<file path="src/rtl/ring_addr_gen_pkg.sv">
package ring_addr_gen_pkg;
  localparam int unsigned N_BASE   = 32;
  localparam int unsigned SEL_W    = $clog2(N_BASE);
  localparam int unsigned BASE_W   = 16;
  localparam int unsigned AREG_W   = 12;
  localparam int unsigned RBASE_W  = 7;
  localparam int unsigned PLACE_SH = 12;
  localparam int unsigned MEM_AW   = 19;
  localparam int unsigned FULL_W   = MEM_AW + 1;
  localparam int unsigned RLEN_W   = BASE_W + 1;
  localparam int unsigned DATA_W   = 24;
  localparam int unsigned IN_SH    = 16;
  localparam int unsigned STEP_W   = 7;
  localparam logic [RLEN_W-1:0] RLEN_RST = RLEN_W'(17'h08000);
  localparam logic [FULL_W-1:0] MEM_TOP  = FULL_W'((1 << MEM_AW) - 1);

  typedef enum logic [1:0] {
    SH_SAT1 = 2'd0,
    SH_SAT2 = 2'd1,
    SH_WRP2 = 2'd2,
    SH_WRP1 = 2'd3
  } shift_mode_e;
endpackage

</file>
<file path="src/rtl/ring_addr_gen_base_rf.sv">
module ring_addr_gen_base_rf
  import ring_addr_gen_pkg::*;
#(
  parameter int unsigned N = N_BASE,
  parameter int unsigned W = BASE_W,
  localparam int unsigned IW = $clog2(N)
) (
  input  logic          clk_i,
  input  logic          rst_ni,
  input  logic          we_i,
  input  logic [IW-1:0] widx_i,
  input  logic [W-1:0]  wdata_i,
  input  logic [IW-1:0] ridx_i,
  output logic [W-1:0]  rdata_o
);
  logic [W-1:0] regs_q [N];

  for (genvar g = 0; g < N; g++) begin : g_ent
    always_ff @(posedge clk_i or negedge rst_ni) begin
      if (!rst_ni) regs_q[g] <= '0;
      else if (we_i && widx_i == IW'(g)) regs_q[g] <= wdata_i;
    end
  end

  assign rdata_o = regs_q[ridx_i];
endmodule

</file>
<file path="src/rtl/ring_addr_gen_areg.sv">
module ring_addr_gen_areg
  import ring_addr_gen_pkg::*;
#(
  parameter int unsigned AW = AREG_W,
  parameter int unsigned DW = DATA_W,
  parameter int unsigned SH = IN_SH
) (
  input  logic          clk_i,
  input  logic          rst_ni,
  input  logic          ld_i,
  input  logic [1:0]    mode_i,
  input  logic [DW-1:0] shift_val_i,
  input  logic [DW-1:0] in_val_i,
  output logic [AW-1:0] areg_o
);
  logic [DW-1:0] in_sra;
  logic [AW-1:0] nxt;
  logic          unused_bits;

  assign in_sra = DW'($signed(in_val_i) >>> SH);
  assign unused_bits = ^{shift_val_i[DW-AW-1:0], in_sra[DW-1:AW]};

  always_comb begin
    if (shift_mode_e'(mode_i) == SH_WRP1) nxt = shift_val_i[DW-1 -: AW];
    else                                  nxt = in_sra[AW-1:0];
  end

  always_ff @(posedge clk_i or negedge rst_ni) begin
    if (!rst_ni)   areg_o <= '0;
    else if (ld_i) areg_o <= nxt;
  end
endmodule

</file>
<file path="src/rtl/ring_addr_gen_calc.sv">
module ring_addr_gen_calc
  import ring_addr_gen_pkg::*;
#(
  parameter int unsigned BW  = BASE_W,
  parameter int unsigned AW  = AREG_W,
  parameter int unsigned RW  = RBASE_W,
  parameter int unsigned MAW = MEM_AW,
  localparam int unsigned FW = MAW + 1,
  localparam int unsigned LW = BW + 1
) (
  input  logic [BW-1:0]  base_i,
  input  logic [BW-1:0]  ofs_i,
  input  logic [AW-1:0]  areg_i,
  input  logic           tbl_i,
  input  logic           add_areg_i,
  input  logic           add_one_i,
  input  logic [LW-1:0]  rlen_i,
  input  logic [RW-1:0]  rbase_i,
  output logic [MAW-1:0] addr_o
);
  logic [BW-1:0] sum, masked;
  logic [LW-1:0] len_m1;
  logic [FW-1:0] placed;
  logic          unused_len;

  assign len_m1     = rlen_i - LW'(1);
  assign unused_len = len_m1[LW-1];

  always_comb begin
    sum = base_i;
    if (!tbl_i)     sum = sum + ofs_i;
    if (add_areg_i) sum = sum + BW'(areg_i);
    if (add_one_i)  sum = sum + BW'(1);
    masked = tbl_i ? sum : (sum & len_m1[BW-1:0]);
    placed = FW'(masked) + (FW'(rbase_i) << PLACE_SH);
    addr_o = (placed > MEM_TOP) ? '0 : placed[MAW-1:0];
  end
endmodule

</file>
<file path="src/rtl/ring_addr_gen.sv">
module ring_addr_gen
  import ring_addr_gen_pkg::*;
(
  input  logic                clk_i,
  input  logic                rst_ni,
  input  logic                base_we_i,
  input  logic [SEL_W-1:0]    base_idx_i,
  input  logic [BASE_W-1:0]   base_data_i,
  input  logic                cfg_we_i,
  input  logic [RLEN_W-1:0]   ring_len_i,
  input  logic [RBASE_W-1:0]  ring_base_i,
  input  logic                step_vld_i,
  input  logic [STEP_W-1:0]   step_idx_i,
  input  logic [BASE_W-1:0]   ring_ofs_i,
  input  logic                tbl_mode_i,
  input  logic                rd_req_i,
  input  logic                wr_req_i,
  input  logic [SEL_W-1:0]    base_sel_i,
  input  logic                add_areg_i,
  input  logic                add_one_i,
  input  logic                areg_ld_i,
  input  logic [1:0]          shift_mode_i,
  input  logic [DATA_W-1:0]   shift_val_i,
  input  logic [DATA_W-1:0]   in_val_i,
  output logic [MEM_AW-1:0]   addr_o,
  output logic                rd_o,
  output logic                wr_o
);
  logic [BASE_W-1:0]  base_rd;
  logic [AREG_W-1:0]  areg_q;
  logic [RLEN_W-1:0]  rlen_q;
  logic [RBASE_W-1:0] rbase_q;
  logic [MEM_AW-1:0]  addr_d;
  logic               acc_req, odd_step, unused_step;

  assign odd_step    = step_idx_i[0];
  assign unused_step = ^step_idx_i[STEP_W-1:1];
  assign acc_req     = step_vld_i && (rd_req_i || wr_req_i);

  ring_addr_gen_base_rf #(.N(N_BASE), .W(BASE_W)) u_base_rf (
    .clk_i, .rst_ni,
    .we_i    (base_we_i),
    .widx_i  (base_idx_i),
    .wdata_i (base_data_i),
    .ridx_i  (base_sel_i),
    .rdata_o (base_rd)
  );

  ring_addr_gen_areg #(.AW(AREG_W), .DW(DATA_W), .SH(IN_SH)) u_areg (
    .clk_i, .rst_ni,
    .ld_i        (step_vld_i && areg_ld_i),
    .mode_i      (shift_mode_i),
    .shift_val_i (shift_val_i),
    .in_val_i    (in_val_i),
    .areg_o      (areg_q)
  );

  ring_addr_gen_calc #(.BW(BASE_W), .AW(AREG_W), .RW(RBASE_W), .MAW(MEM_AW)) u_calc (
    .base_i     (base_rd),
    .ofs_i      (ring_ofs_i),
    .areg_i     (areg_q),
    .tbl_i      (tbl_mode_i),
    .add_areg_i (add_areg_i),
    .add_one_i  (add_one_i),
    .rlen_i     (rlen_q),
    .rbase_i    (rbase_q),
    .addr_o     (addr_d)
  );

  always_ff @(posedge clk_i or negedge rst_ni) begin
    if (!rst_ni) begin
      rlen_q  <= RLEN_RST;
      rbase_q <= '0;
    end else if (cfg_we_i) begin
      rlen_q  <= ring_len_i;
      rbase_q <= ring_base_i;
    end
  end

  always_ff @(posedge clk_i or negedge rst_ni) begin
    if (!rst_ni) begin
      addr_o <= '0;
      rd_o   <= 1'b0;
      wr_o   <= 1'b0;
    end else begin
      rd_o <= step_vld_i && rd_req_i && odd_step;
      wr_o <= step_vld_i && wr_req_i && odd_step;
      if (acc_req) addr_o <= addr_d;
    end
  end
endmodule

</file>
<file path="config.mk">
export PLATFORM = sky130hd
export DESIGN_NAME = ring_addr_gen
export DESIGN_NICKNAME = d
export VERILOG_FILES = /design/src/rtl/ring_addr_gen_pkg.sv /design/src/rtl/ring_addr_gen_base_rf.sv /design/src/rtl/ring_addr_gen_areg.sv /design/src/rtl/ring_addr_gen_calc.sv /design/src/rtl/ring_addr_gen.sv
export SDC_FILE = /design/constraint.sdc
export NUM_CORES = 1
export LEC_CHECK = 0
export ABC_AREA = 1
export BUFFER_PORTS_ARGS = -buffer_cell sky130_fd_sc_hd__buf_2
export CELL_PAD_IN_SITES_DETAIL_PLACEMENT = 0
export CELL_PAD_IN_SITES_GLOBAL_PLACEMENT = 1
export CORE_MARGIN = 2
export CORE_UTILIZATION = 45
export DETAILED_ROUTE_END_ITERATION = 12
export GPL_TIMING_DRIVEN = 0
export MAX_ROUTING_LAYER = met4
export PLACE_DENSITY_LB_ADDON = 0.1
export SYNTH_ARGS = -nofsm -noshare
export SYNTH_HDL_FRONTEND = slang
export SYNTH_SLANG_ARGS = --single-unit
export TNS_END_PERCENT = 1
</file>
<file path="constraint.sdc">
create_clock -name clk_i -period 9.87 [get_ports clk_i]
set_input_delay 0.987 -clock clk_i [delete_from_list [all_inputs] [get_ports clk_i]]
set_output_delay 0.987 -clock clk_i [all_outputs]
set_load 0.01 [all_outputs]
</file>
Word-level counts from Yosys, hierarchy flattened
Cells that the tools add are included.
{ "word_totals": {"ff_bits": 568, "output_inout_bits": 21, "word_cells": 128} }
{ "op_classes": {"add_sub_neg": 5, "n_lt_le_gt_ge": 2, "n_eq_ne": 32, "muxes": 9, "bitwise": 2, "n_reduce_logical": 40} }
{ "ops": {"columns": ["cell", "n"], "rows": [
  ["two-way mux 16 bit", 6],
  ["binary-select mux 16 bit (select 5 bit)", 1],
  ["== test 5 bit (second input constant)", 16],
  ["== test 5 x 4 -> 1 bit (second input constant)", 8],
  ["logical AND 1 bit", 38],
  ["adder 16 x 19 -> 20 bit", 1],
  ["== test 5 x 3 -> 1 bit (second input constant)", 4],
  ["greater-than comparator 20 x 19 -> 1 bit (second input constant)", 1],
  ["two-way mux 19 bit", 1],
  ["adder 16 x 1 -> 16 bit (second input constant)", 1],
  ["adder 16 x 12 -> 16 bit", 1],
  ["adder 16 bit", 1],
  ["bitwise AND 16 bit", 1],
  ["subtractor 16 x 1 -> 16 bit (second input constant)", 1],
  ["two-way mux 12 bit", 1],
  ["== test 5 x 2 -> 1 bit (second input constant)", 2],
  ["greater-or-equal comparator 6 bit (second input constant)", 1],
  ["NOT 5 -> 6 bit", 1],
  ["== test 5 x 1 -> 1 bit (second input constant)", 1],
  ["logical NOT 5 bit", 1],
  ["== test 2 bit (second input constant)", 1],
  ["logical OR 1 bit", 1]
]} }

Depth between registers and ports, before layout
Gate-level depths: netlist (run 1).
{ "logic_depth": {"depth_word": 15, "ltp_mapped": 56} }

Hierarchy
From an unflattened synthesis (run 1), not the netlist that was laid out.
{ "hier_totals": {"hier_cells": 3821, "area_unflattened_um2": 28668.7} }
{ "by_module_without_submodules": {"columns": ["module", "instances", "cells_each", "area_each_um2", "seq_area_each_um2"], "rows": [
  ["ring_addr_gen_base_rf", 1, 2978, 23296.1, 12812.3],
  ["ring_addr_gen_calc", 1, 558, 2966.6, 0.0],
  ["ring_addr_gen", 1, 192, 1762.9, 1127.3],
  ["ring_addr_gen_areg", 1, 93, 643.1, 300.3]
]} }

Worst setup path after synthesis (run 1)
OpenSTA, ideal clock, no wires.
{ "synth_path": {"kind": "in2reg", "startpoint": "in base_sel_i[0]", "endpoint": "reg addr_o[3]", "setup_time_ps": 95, "arrival_time_ps": 6447, "t_required_ps": 9775, "path_slack_ps": 3327, "stages": 47, "n_path_buf": 4, "path_cell_list": "buf_6 > buf_6 > buf_4 > nand2_1 > nand3_1 > nand3_1 > nand2_1 > nand2_1 > nand3_1 > nand2_1 > inv_1 > ha_1 > fa_1 > nand2_1 > nand2_1 > nand2_1 > a21oi_1 > nor2_1 > [11 not listed] > o21ai_1 > nand2_1 > nor2_1 > nand4_1 > a21oi_1 > ha_1 > a21oi_1 > nor2_1 > nor2_1 > nor2_1 > o21ai_0 > nor2_1 > nand2_1 > nand2_1 > inv_1 > clkbuf_1 > o21ai_0 > o31ai_1"} }
{ "synth_via": {"elab_chain_cells": 15} }
{ "synth_lines": {"columns": ["item", "line", "source"], "rows": [
  ["start, declared", "ring_addr_gen.sv:18", "input logic [SEL_W-1:0] base_sel_i,"],
  ["NOT 5 -> 6 bit (not written as such) *", "ring_addr_gen_base_rf.sv:25", "assign rdata_o = regs_q[ridx_i];"],
  ["binary-select mux 16 bit (select 5 bit) *", "ring_addr_gen_base_rf.sv:25", null],
  ["two-way mux 16 bit (not written as such) * (2 in a row)", "ring_addr_gen_base_rf.sv:25", null],
  ["adder 16 bit", "ring_addr_gen_calc.sv:31", "if (!tbl_i) sum = sum + ofs_i;"],
  ["two-way mux 16 bit *", "ring_addr_gen_calc.sv:31", null],
  ["adder 16 x 12 -> 16 bit", "ring_addr_gen_calc.sv:32", "if (add_areg_i) sum = sum + BW'(areg_i);"],
  ["two-way mux 16 bit *", "ring_addr_gen_calc.sv:32", null],
  ["adder 16 x 1 -> 16 bit", "ring_addr_gen_calc.sv:33", "if (add_one_i) sum = sum + BW'(1);"],
  ["two-way mux 16 bit *", "ring_addr_gen_calc.sv:33", null],
  ["bitwise AND 16 bit", "ring_addr_gen_calc.sv:34", "masked = tbl_i ? sum : (sum & len_m1[BW-1:0]);"],
  ["two-way mux 16 bit *", "ring_addr_gen_calc.sv:34", null],
  ["adder 16 x 19 -> 20 bit *", "ring_addr_gen_calc.sv:35", "placed = FW'(masked) + (FW'(rbase_i) << PLACE_SH);"],
  ["greater-than comparator 20 x 19 -> 1 bit", "ring_addr_gen_calc.sv:36", "addr_o = (placed > MEM_TOP) ? '0 : placed[MAW-1:0];"],
  ["two-way mux 19 bit *", "ring_addr_gen_calc.sv:36", null],
  ["end signal, assigned", "ring_addr_gen.sv:88", "if (acc_req) addr_o <= addr_d;"],
  ["end, declared", "ring_addr_gen.sv:25", "output logic [MEM_AW-1:0] addr_o,"]
]} }
Mark *: on every way between the ends. The rest lies on a longest branch, timed or not. The select of a mux whose other input is x is not followed.
A chain may end at the register's enable or synchronous reset.

Final worst setup path (run 1)
{ "layout_path": {"startpoint": "in base_sel_i[2]", "endpoint": "reg addr_o[3]"} }
Same word-level chain as after synthesis.

==> results.txt, run 1 <==
- Status: finished, final reports clean
- Syn Std Cell Area: approximately 0.028 mm²
- Share of flip-flops with an asynchronous set or reset: 100%
- Final Hold Violating Endpoints: 0
* Synthesized Nets: approximately 3,900
- In this run, placement finished with an instance count of between 4,000 and 5,000.
- Met1 Resource Use GR: 49.6%
- Filler-free cell count of the finished design: 4,776
- Total power density per cell area: 215 mW/mm²
- In this run the worst hold path is classified as in -> async.
- In this run the deepest clock path goes through 3 buffers.
- Along the worst path, the maximum fanout reaches 10.
* Critical Path End Type: register
- The cell sitting at the root of the clock tree is a sky130_fd_sc_hd__clkbuf_16.
- For the worst setup path, the data required time is approximately 10 ns.
* Detailed-routing iteration count for the pre-antenna-repair pass: 8
- Width of the chip: about 260 µm
- Area enclosed by the die boundary: 0.0652 mm²
- After detailed routing, the total wire length is 117,000 µm.
- Min Tclk post-route: 8.52 ns
* Critical path data arrival time: between 9 and 10 ns
- The first global-routing pass estimated 170,000 µm of wire.
- Synth cell types: 51
* Pin count of the biggest net entering global routing: 126
- A synthesized cell averages approximately 7.7 µm².
- Setup violations remaining at the end of the flow were counted as 0.
* Via density: slightly below 6
* Vias in the first global route: 26,100
- Global routing used 36.4% of the available tracks.
* Slew Limit Headroom: 28.3%
* Total Power Consumption: 6.99 mW
* Number of nets still failing antenna checks after routing: 0
- Kind of cell adding the most delay to the critical path: simple AND/OR/NAND/NOR gates
* Drc violations: 0
- Dividing the detail-routed wire length by the instance count gives between 20 and 25 µm.
- Initial Util: 45.3%
- Met3 global-route usage: 5.68%
- Global routing used 53.4% of the available met2 tracks.
- Remaining Overflow, GRT: 0
- P_leak: 15.7 nW
- Final-layout fill cell count: 6,225
- The detailed router finished its first iteration with 3,351 violations.
* Routability congestion estimate: 0.977
- At the later pin of the worst-skew pair, clock insertion delay measures ~0.63 ns.
- TritonCTS built the clock tree.
- Vertical die dimension: 255 µm
* Primary FF master, synth: sky130_fd_sc_hd__dfrtp_1
- Resized cells post-CTS: 0
* Top cell type's share of synthesized area: 49.9%
* Final #Nets: 4,049
- The clock arrives with 0.0288 ns of skew.
- Setup total negative slack on the finished layout was measured at 0 ns.
* Post-CTS Repair Setup Buffers: 0
* Number of synthesized flops with an enable pin: 0
* Number of buffers created by CTS: 67
- Actual slew at the worst max-slew pin: between 1 and 1.5 ns
* Count of yosys warnings during synthesis: 0
- Max-cap violations in this run came to 0.
- Cell type contributing the most total cell area after synthesis: sky130_fd_sc_hd__dfrtp_1
* HPWL reported at the end of detailed placement: ~87,000 µm
- Setup Crit Path Kind: in -> reg
* Total number of H-tree levels: 3
- Unrepaired setup endpoints after global routing: false
* Critical-path cell with the highest stage delay: sky130_fd_sc_hd__buf_1
- Placeable core region: 0.0627 mm²
- Gr busiest metal: met2
- CTS hold repair buffers: 0
- From synthesis to final layout, the design area changed by 14.3%.
* Cell mode on critical path: sky130_fd_sc_hd__nand2_1
* Register bit total from synthesis: 568
- Post-layout worst setup margin: ~1.3 ns
* Synth top area cells: sky130_fd_sc_hd__dfrtp_1 50%, sky130_fd_sc_hd__nand2_1 18%, sky130_fd_sc_hd__o21ai_0 10%
- The initialized floorplan defines 92 standard-cell rows.
- In this run the count of I/O pins placed on the die edge is about 160.
- Number of antenna violations at the first check in global routing: 0
* Number of sinks on the clock net: 568
* Clock slew at reported path FFs: 0.05 ns
- The largest single stage delay on the critical path is 0.76 ns.
- The critical path contains buffers and inverters numbering 7 combined.
- The number of slew-limit violations in the final report was 0.
* Share of synthesized area occupied by flip-flops and latches: 50.0%
- Pre-CTS setup slack: 0.910 ns
- The post-route netlist has under 10% of its cells at a drive strength greater than 1.
- In the synthesized netlist, the number of instances is roughly 3,700.
- Max Clock Freq: 117 MHz
- In the finished design, the share of the clock period the worst path needs comes to 86.4%.
- Across the VDD grid, the largest voltage drop is 0.000144 V.
* Vias: approximately 28,000
* CP startpoint kind: input port
* Port Buffers: 113
==> cells by family after synthesis <==
kind of cell,Yosys count,synth area share (%)
flip-flops,568,50.0
adder cells (fa/ha/maj),38,1.75
XOR/XNOR,24,0.739
AND/OR/NAND/NOR,1980,28.6
buffers and inverters,395,6.36
multiplexers,7,0.277
AO/OA/AOI/OAI,678,12.2
==> flip-flops by register name, summed over array words and instances (netlist names) <==
name and count:
u_areg.areg_o 12, addr_o 19, u_base_rf.regs_q 512, rlen_q 16
wr_o 1, rd_o 1, rbase_q 7
==> cell usage after synthesis, types with 8 or more instances <==
cell type,n
sky130_fd_sc_hd__nand4_1,8
sky130_fd_sc_hd__xor2_1,13
sky130_fd_sc_hd__inv_1,121
sky130_fd_sc_hd__o21ai_0,573
sky130_fd_sc_hd__nand2_1,1401
sky130_fd_sc_hd__buf_2,51
sky130_fd_sc_hd__nor2_1,98
sky130_fd_sc_hd__dfrtp_1,567
sky130_fd_sc_hd__xnor2_1,11
sky130_fd_sc_hd__buf_1,10
sky130_fd_sc_hd__o211ai_1,11
sky130_fd_sc_hd__ha_1,35
sky130_fd_sc_hd__nand3_1,432
sky130_fd_sc_hd__a21oi_1,66
sky130_fd_sc_hd__clkbuf_1,168
sky130_fd_sc_hd__or2_2,10
sky130_fd_sc_hd__buf_4,13
sky130_fd_sc_hd__buf_6,24
==> per-stage QoR <==
stage                     cell area, µm²  hold slack, ns  util, %
after floorplan                    28400           0.448        -
after global placement             30100           0.462     47.9
after detailed placement           30200           0.473     48.2
after CTS                          32500           0.376     51.8
after global routing               32500           0.413     51.8
final                              32500           0.374     51.8
==> final timing paths <==
path                       slack, ns               endpoint                  start  cells after the start
max in group asynchronous       8.01              addr_o[0]                 rst_ni                      3
setup / recovery                1.35              addr_o[3]          base_sel_i[2]                     44
hold reg to reg                 0.48  u_base_rf.regs_q[309]  u_base_rf.regs_q[309]                      2
hold / removal                  0.37  u_base_rf.regs_q[498]                 rst_ni                      1
min in group clk_i              0.48  u_base_rf.regs_q[309]  u_base_rf.regs_q[309]                      2
setup reg to reg                2.33              addr_o[3]   u_base_rf.regs_q[96]                     44
==> cell type report <==
| type | instances | area (µm²) | area share [%] |
|---|---|---|---|
| flip-flops and latches | 568 | 14200 | 43.7 |
| diodes | 2 | 5.00 | 0.0154 |
| well taps | 846 | 1060 | 3.26 |
| clock buffers | 100 | 2000 | 6.16 |
| inverters | 126 | 475 | 1.46 |
| multi-input cells | 2727 | 12400 | 38.2 |
| clock inverters | 20 | 278 | 0.855 |
| plain buffers | 269 | 1330 | 4.10 |
| repair buffers | 118 | 713 | 2.19 |
==> report_power, final <==
| group | switching (mW) | internal (mW) |
|---|---|---|
| Clock | 1.05 | 1.54 |
| Combinational | 0.896 | 0.485 |
| Sequential | 0.253 | 2.76 |
| Total | 2.20 | 4.79 |
==> routing by layer <==
| layer | share of wire [%] | wire (µm) |
|---|---|---|
| met4 | 5.3 | 6230 |
| met1 | 43 | 49900 |
| met3 | 8.5 | 9930 |
| met2 | 44 | 51100 |
| met5 | 0 | 0 |
==> cells in the final DEF (no fill, tap or decap), types with 16 or more instances in the layout <==
cell type | netlist | final
sky130_fd_sc_hd__a21oi_1 | 66 | 66
sky130_fd_sc_hd__buf_2 | 51 | 163
sky130_fd_sc_hd__buf_6 | 24 | 24
sky130_fd_sc_hd__clkbuf_1 | 168 | 183
sky130_fd_sc_hd__clkbuf_16 | 0 | 69
sky130_fd_sc_hd__clkbuf_8 | 0 | 16
sky130_fd_sc_hd__dfrtp_1 | 567 | 567
sky130_fd_sc_hd__ha_1 | 35 | 35
sky130_fd_sc_hd__inv_1 | 121 | 121
sky130_fd_sc_hd__nand2_1 | 1401 | 1401
sky130_fd_sc_hd__nand3_1 | 432 | 432
sky130_fd_sc_hd__nor2_1 | 98 | 98
sky130_fd_sc_hd__o21ai_0 | 573 | 573
No activity file was read; power rests on OpenSTA's default activity.
==> inputs of run 2 (changes only) <==
--- a/config.mk
+++ b/config.mk
@@ -14,7 +14,7 @@
 export DETAILED_ROUTE_END_ITERATION = 12
 export GPL_TIMING_DRIVEN = 0
 export MAX_ROUTING_LAYER = met4
-export PLACE_DENSITY_LB_ADDON = 0.1
+export PLACE_DENSITY_LB_ADDON = 0.05
 export SYNTH_ARGS = -nofsm -noshare
 export SYNTH_HDL_FRONTEND = slang
 export SYNTH_SLANG_ARGS = --single-unit
==> results.txt, run 2 (synthesized netlist as in run 1, its figures left out) <==
- Status: finished, final reports clean
- Resized cells post-CTS: 0 (unchanged)
* Critical R2R Launch: u_base_rf.regs_q[96]
- The starting utilization of the core area came to 45.3% (unchanged).
- The largest net degree at the start of global routing is 121 (-4.0%).
* Critical Path End Type: register
- Actual slew at the worst max-slew pin: 1.08 ns (+0.00483 ns)
- The number of setup violations in the final report was 0 (unchanged).
* Final Routed Wirelength: 119,000 µm (+1.9%)
- Final #Nets: 4,049 (unchanged)
- Max-cap violations: 0 (unchanged)
* Max FO, Critical Path: 10 (unchanged)
- The placed cell area is 0.0302 mm² (unchanged).
* Gr busiest metal: met2
- Largest register by flop count: u_base_rf.regs_q
- In this run the critical register-to-register path is captured at addr_o[3].
- The number of slew-limit violations in the final report came to 0 (unchanged).
* Most frequent cells in the layout: 1,401 x sky130_fd_sc_hd__nand2_1, 573 x sky130_fd_sc_hd__o21ai_0, 567 x sky130_fd_sc_hd__dfrtp_1, 432 x sky130_fd_sc_hd__nand3_1, 177 x sky130_fd_sc_hd__clkbuf_1
* Number of sinks on the clock net: 568 (unchanged)
- Vertical die dimension: 255 µm (unchanged)
- Slew Limit Headroom: 28.0% (-0.32 points)
* Biggest regs: u_base_rf.regs_q x512, addr_o x19, rlen_q x16
- HPWL reported at the end of detailed placement: 88,400 µm (+1.4%)
- Most common library cell in the layout ignoring fill and taps: sky130_fd_sc_hd__nand2_1
* Clock slew at reported path FFs: 0.06 ns (about the same)
- The number of design rule violations left after detail routing came to 0 (unchanged).
- Counting stages on the worst path, the most repeated cell is sky130_fd_sc_hd__nand2_1.
- Via density: 5.78 (about the same)
- Ratio of cells with drive above 1 in the final layout: 9.19% (+0.13 points)
- Per-cell routed wire length: 25.0 µm (+2.0%)
- Wire length of the first global-routing pass: 174,000 µm (+2.2%)
- The arrival time of data at the critical path endpoint came to 9.14 ns (+0.10 ns).
* Reg2Reg Setup Slack: 2.13 ns (-0.20 ns)
- CP startpoint kind: input port
* TritonCTS clock tree: built
* Remaining Overflow, GRT: 0 (unchanged)
- The worst setup path is of the in -> reg kind.
- The final period utilization came to 87.3% (+0.96 points).
* Global routing met2 resource utilization: 54.5% (+1.2 points)
* Width of the chip: 255 µm (unchanged)
- The number of iterations in the first detailed-routing pass was 6 (-2).
- The shortest clock period the worst path allows after layout came to 8.62 ns (+0.0947 ns).
- The buffer count from post-CTS setup fixing was 0 (unchanged).
- The post-route total power came to 6.99 mW (about the same).
- The I/O pin count is 155 (unchanged).
* Growth of design area from synthesis to finish: 14.2% (about the same)
- The final hold slack came to 0.147 ns (-0.227 ns).
- Largest register FFs: 512 (unchanged)
* Filler-free cell count of the finished design: 4,773 (-0.063%)
* Unrepaired setup endpoints after global routing: false
* Clk root buf: sky130_fd_sc_hd__clkbuf_16
- P_leak: 15.7 nW (about the same)
- The achievable clock frequency is 116 MHz (-1.1%).
- Setup Total Neg Slack: 0 ns (unchanged)
* Worst hold-check path type: in -> async
- Worst setup path endpoint: addr_o[3]
- Met1 Resource Use GR: 51.4% (+1.8 points)
- The slowest stage of the critical path is the sky130_fd_sc_hd__buf_1 cell.
- Vias: 27,600 (-0.13%)
- Crit path launch: base_sel_i[2]
- Number of cell rows: 92 (unchanged)
- Number of nets still failing antenna checks after routing: 0 (unchanged)
- The number of clock buffers inserted by TritonCTS was 67 (unchanged).
* Skew-Pair Late Insertion Delay: 0.62 ns (about the same)
- The number of placed cells counting well taps came to 4,654 (unchanged).
- Worst clock skew: 0.0302 ns (+0.00146 ns)
- The global-route usage over all layers is 37.5% (+1.0 points).
- Area enclosed by the die boundary: 0.0652 mm² (unchanged)
- Violation count after the first detailed-routing iteration: 3,669 (+9.5%)
- Final Cell Area: 0.0325 mm² (about the same)
* Number of antenna cells inserted: 0 (-2)
- Total number of H-tree levels: 3 (unchanged)
- Final Hold Violating Endpoints: 0 (unchanged)
- The count of input and output buffers was 113 (unchanged).
- Vias in the first global route: 26,200 (+0.38%)
* Critical Path RT: 10.39 ns (about the same)
- The peak ir drop on the vdd network is 0.000158 V (+9.1%).
* Placeable core region: 0.0627 mm² (unchanged)
* Buffer levels on the longest clock path: 3 (unchanged)
- CTS hold repair buffers: 0 (unchanged)
- Largest stage delay, worst path: 0.85 ns (+0.09 ns)
- Count of cells along the worst register-to-register path: 44 (unchanged)
* Number of antenna violations at the first check in global routing: 2 (+2)
- Total power density per cell area: 215 mW/mm² (about the same)
- Met3 global-route usage: 6.59% (+0.90 points)
- The placer congestion estimate was 0.983 (+0.60%).
-- run 2: cell types whose count changed in the layout (fill, tap and decap cells not counted) --
cell                         delta
sky130_fd_sc_hd__clkbuf_8       -4
sky130_fd_sc_hd__bufinv_16      +1
sky130_fd_sc_hd__diode_2        -2
sky130_fd_sc_hd__clkinv_4       -1
sky130_fd_sc_hd__clkinvlp_4     +3
sky130_fd_sc_hd__clkinv_8       -2
sky130_fd_sc_hd__inv_6          +2
sky130_fd_sc_hd__clkbuf_1       -6
sky130_fd_sc_hd__clkinv_2       +6
-- run 2: report_power, final --
group | leakage, nW | internal, mW | switching, mW
clock | 1.12 | 1.53 | 1.06
sequential | 7.32 | 2.76 | 0.250
combinational | 7.30 | 0.485 | 0.904
total | 15.7 | 4.78 | 2.21
-- run 2: routing by layer --
metal / vias up / part of all wire [%]
met5: - / 0
met4: 0 / 4.8
met3: 274 / 8.6
met2: 1292 / 44
met1: 13600 / 43
li1: 12400 / -
-- run 2: through the flow --
| stage | utilization, % | worst slack [ns] |
|---|---|---|
| finish | 51.8 | 1.25 |
| detailed placement | 48.2 | 0.846 |
| global route | 51.8 | 0.699 |
| floorplan | - | 3.33 |
| CTS | 51.8 | 1.48 |
| global placement | 47.9 | -4.03 |
-- run 2: critical path, delay by kind of cell --
family | cells | cell delay (ns)
adder cells (fa/ha/maj) | 3 | 0.90
XOR/XNOR | 1 | 0.18
AO/OA/AOI/OAI | 6 | 1.66
buffers and inverters | 7 | 2.06
AND/OR/NAND/NOR | 27 | 3.32
-- run 2: cell type report --
cell class | count | area [µm²]
multi-input combinational | 2727 | 12400
buffer | 269 | 1330
clock inverter | 29 | 337
timing repair buffer | 118 | 713
tap | 846 | 1060
clock buffer | 90 | 1930
sequential | 568 | 14200
fill | 6247 | 30300
inverter | 126 | 475
-- run 2: how the worst min path moves through the flow --
stage / start / slack (ns) / endpoint
6_report: rst_ni / 0.15 / u_base_rf.regs_q[179]
5_1_grt: rst_ni / 0.13 / u_base_rf.regs_q[163]
4_1_cts: rst_ni / 0.13 / u_base_rf.regs_q[179]
3_5_place_dp: addr_o[5] / 0.46 / addr_o[5]
3_3_place_gp: u_base_rf.regs_q[431] / 0.46 / u_base_rf.regs_q[431]
2_1_floorplan: u_base_rf.regs_q[111] / 0.45 / u_base_rf.regs_q[111]
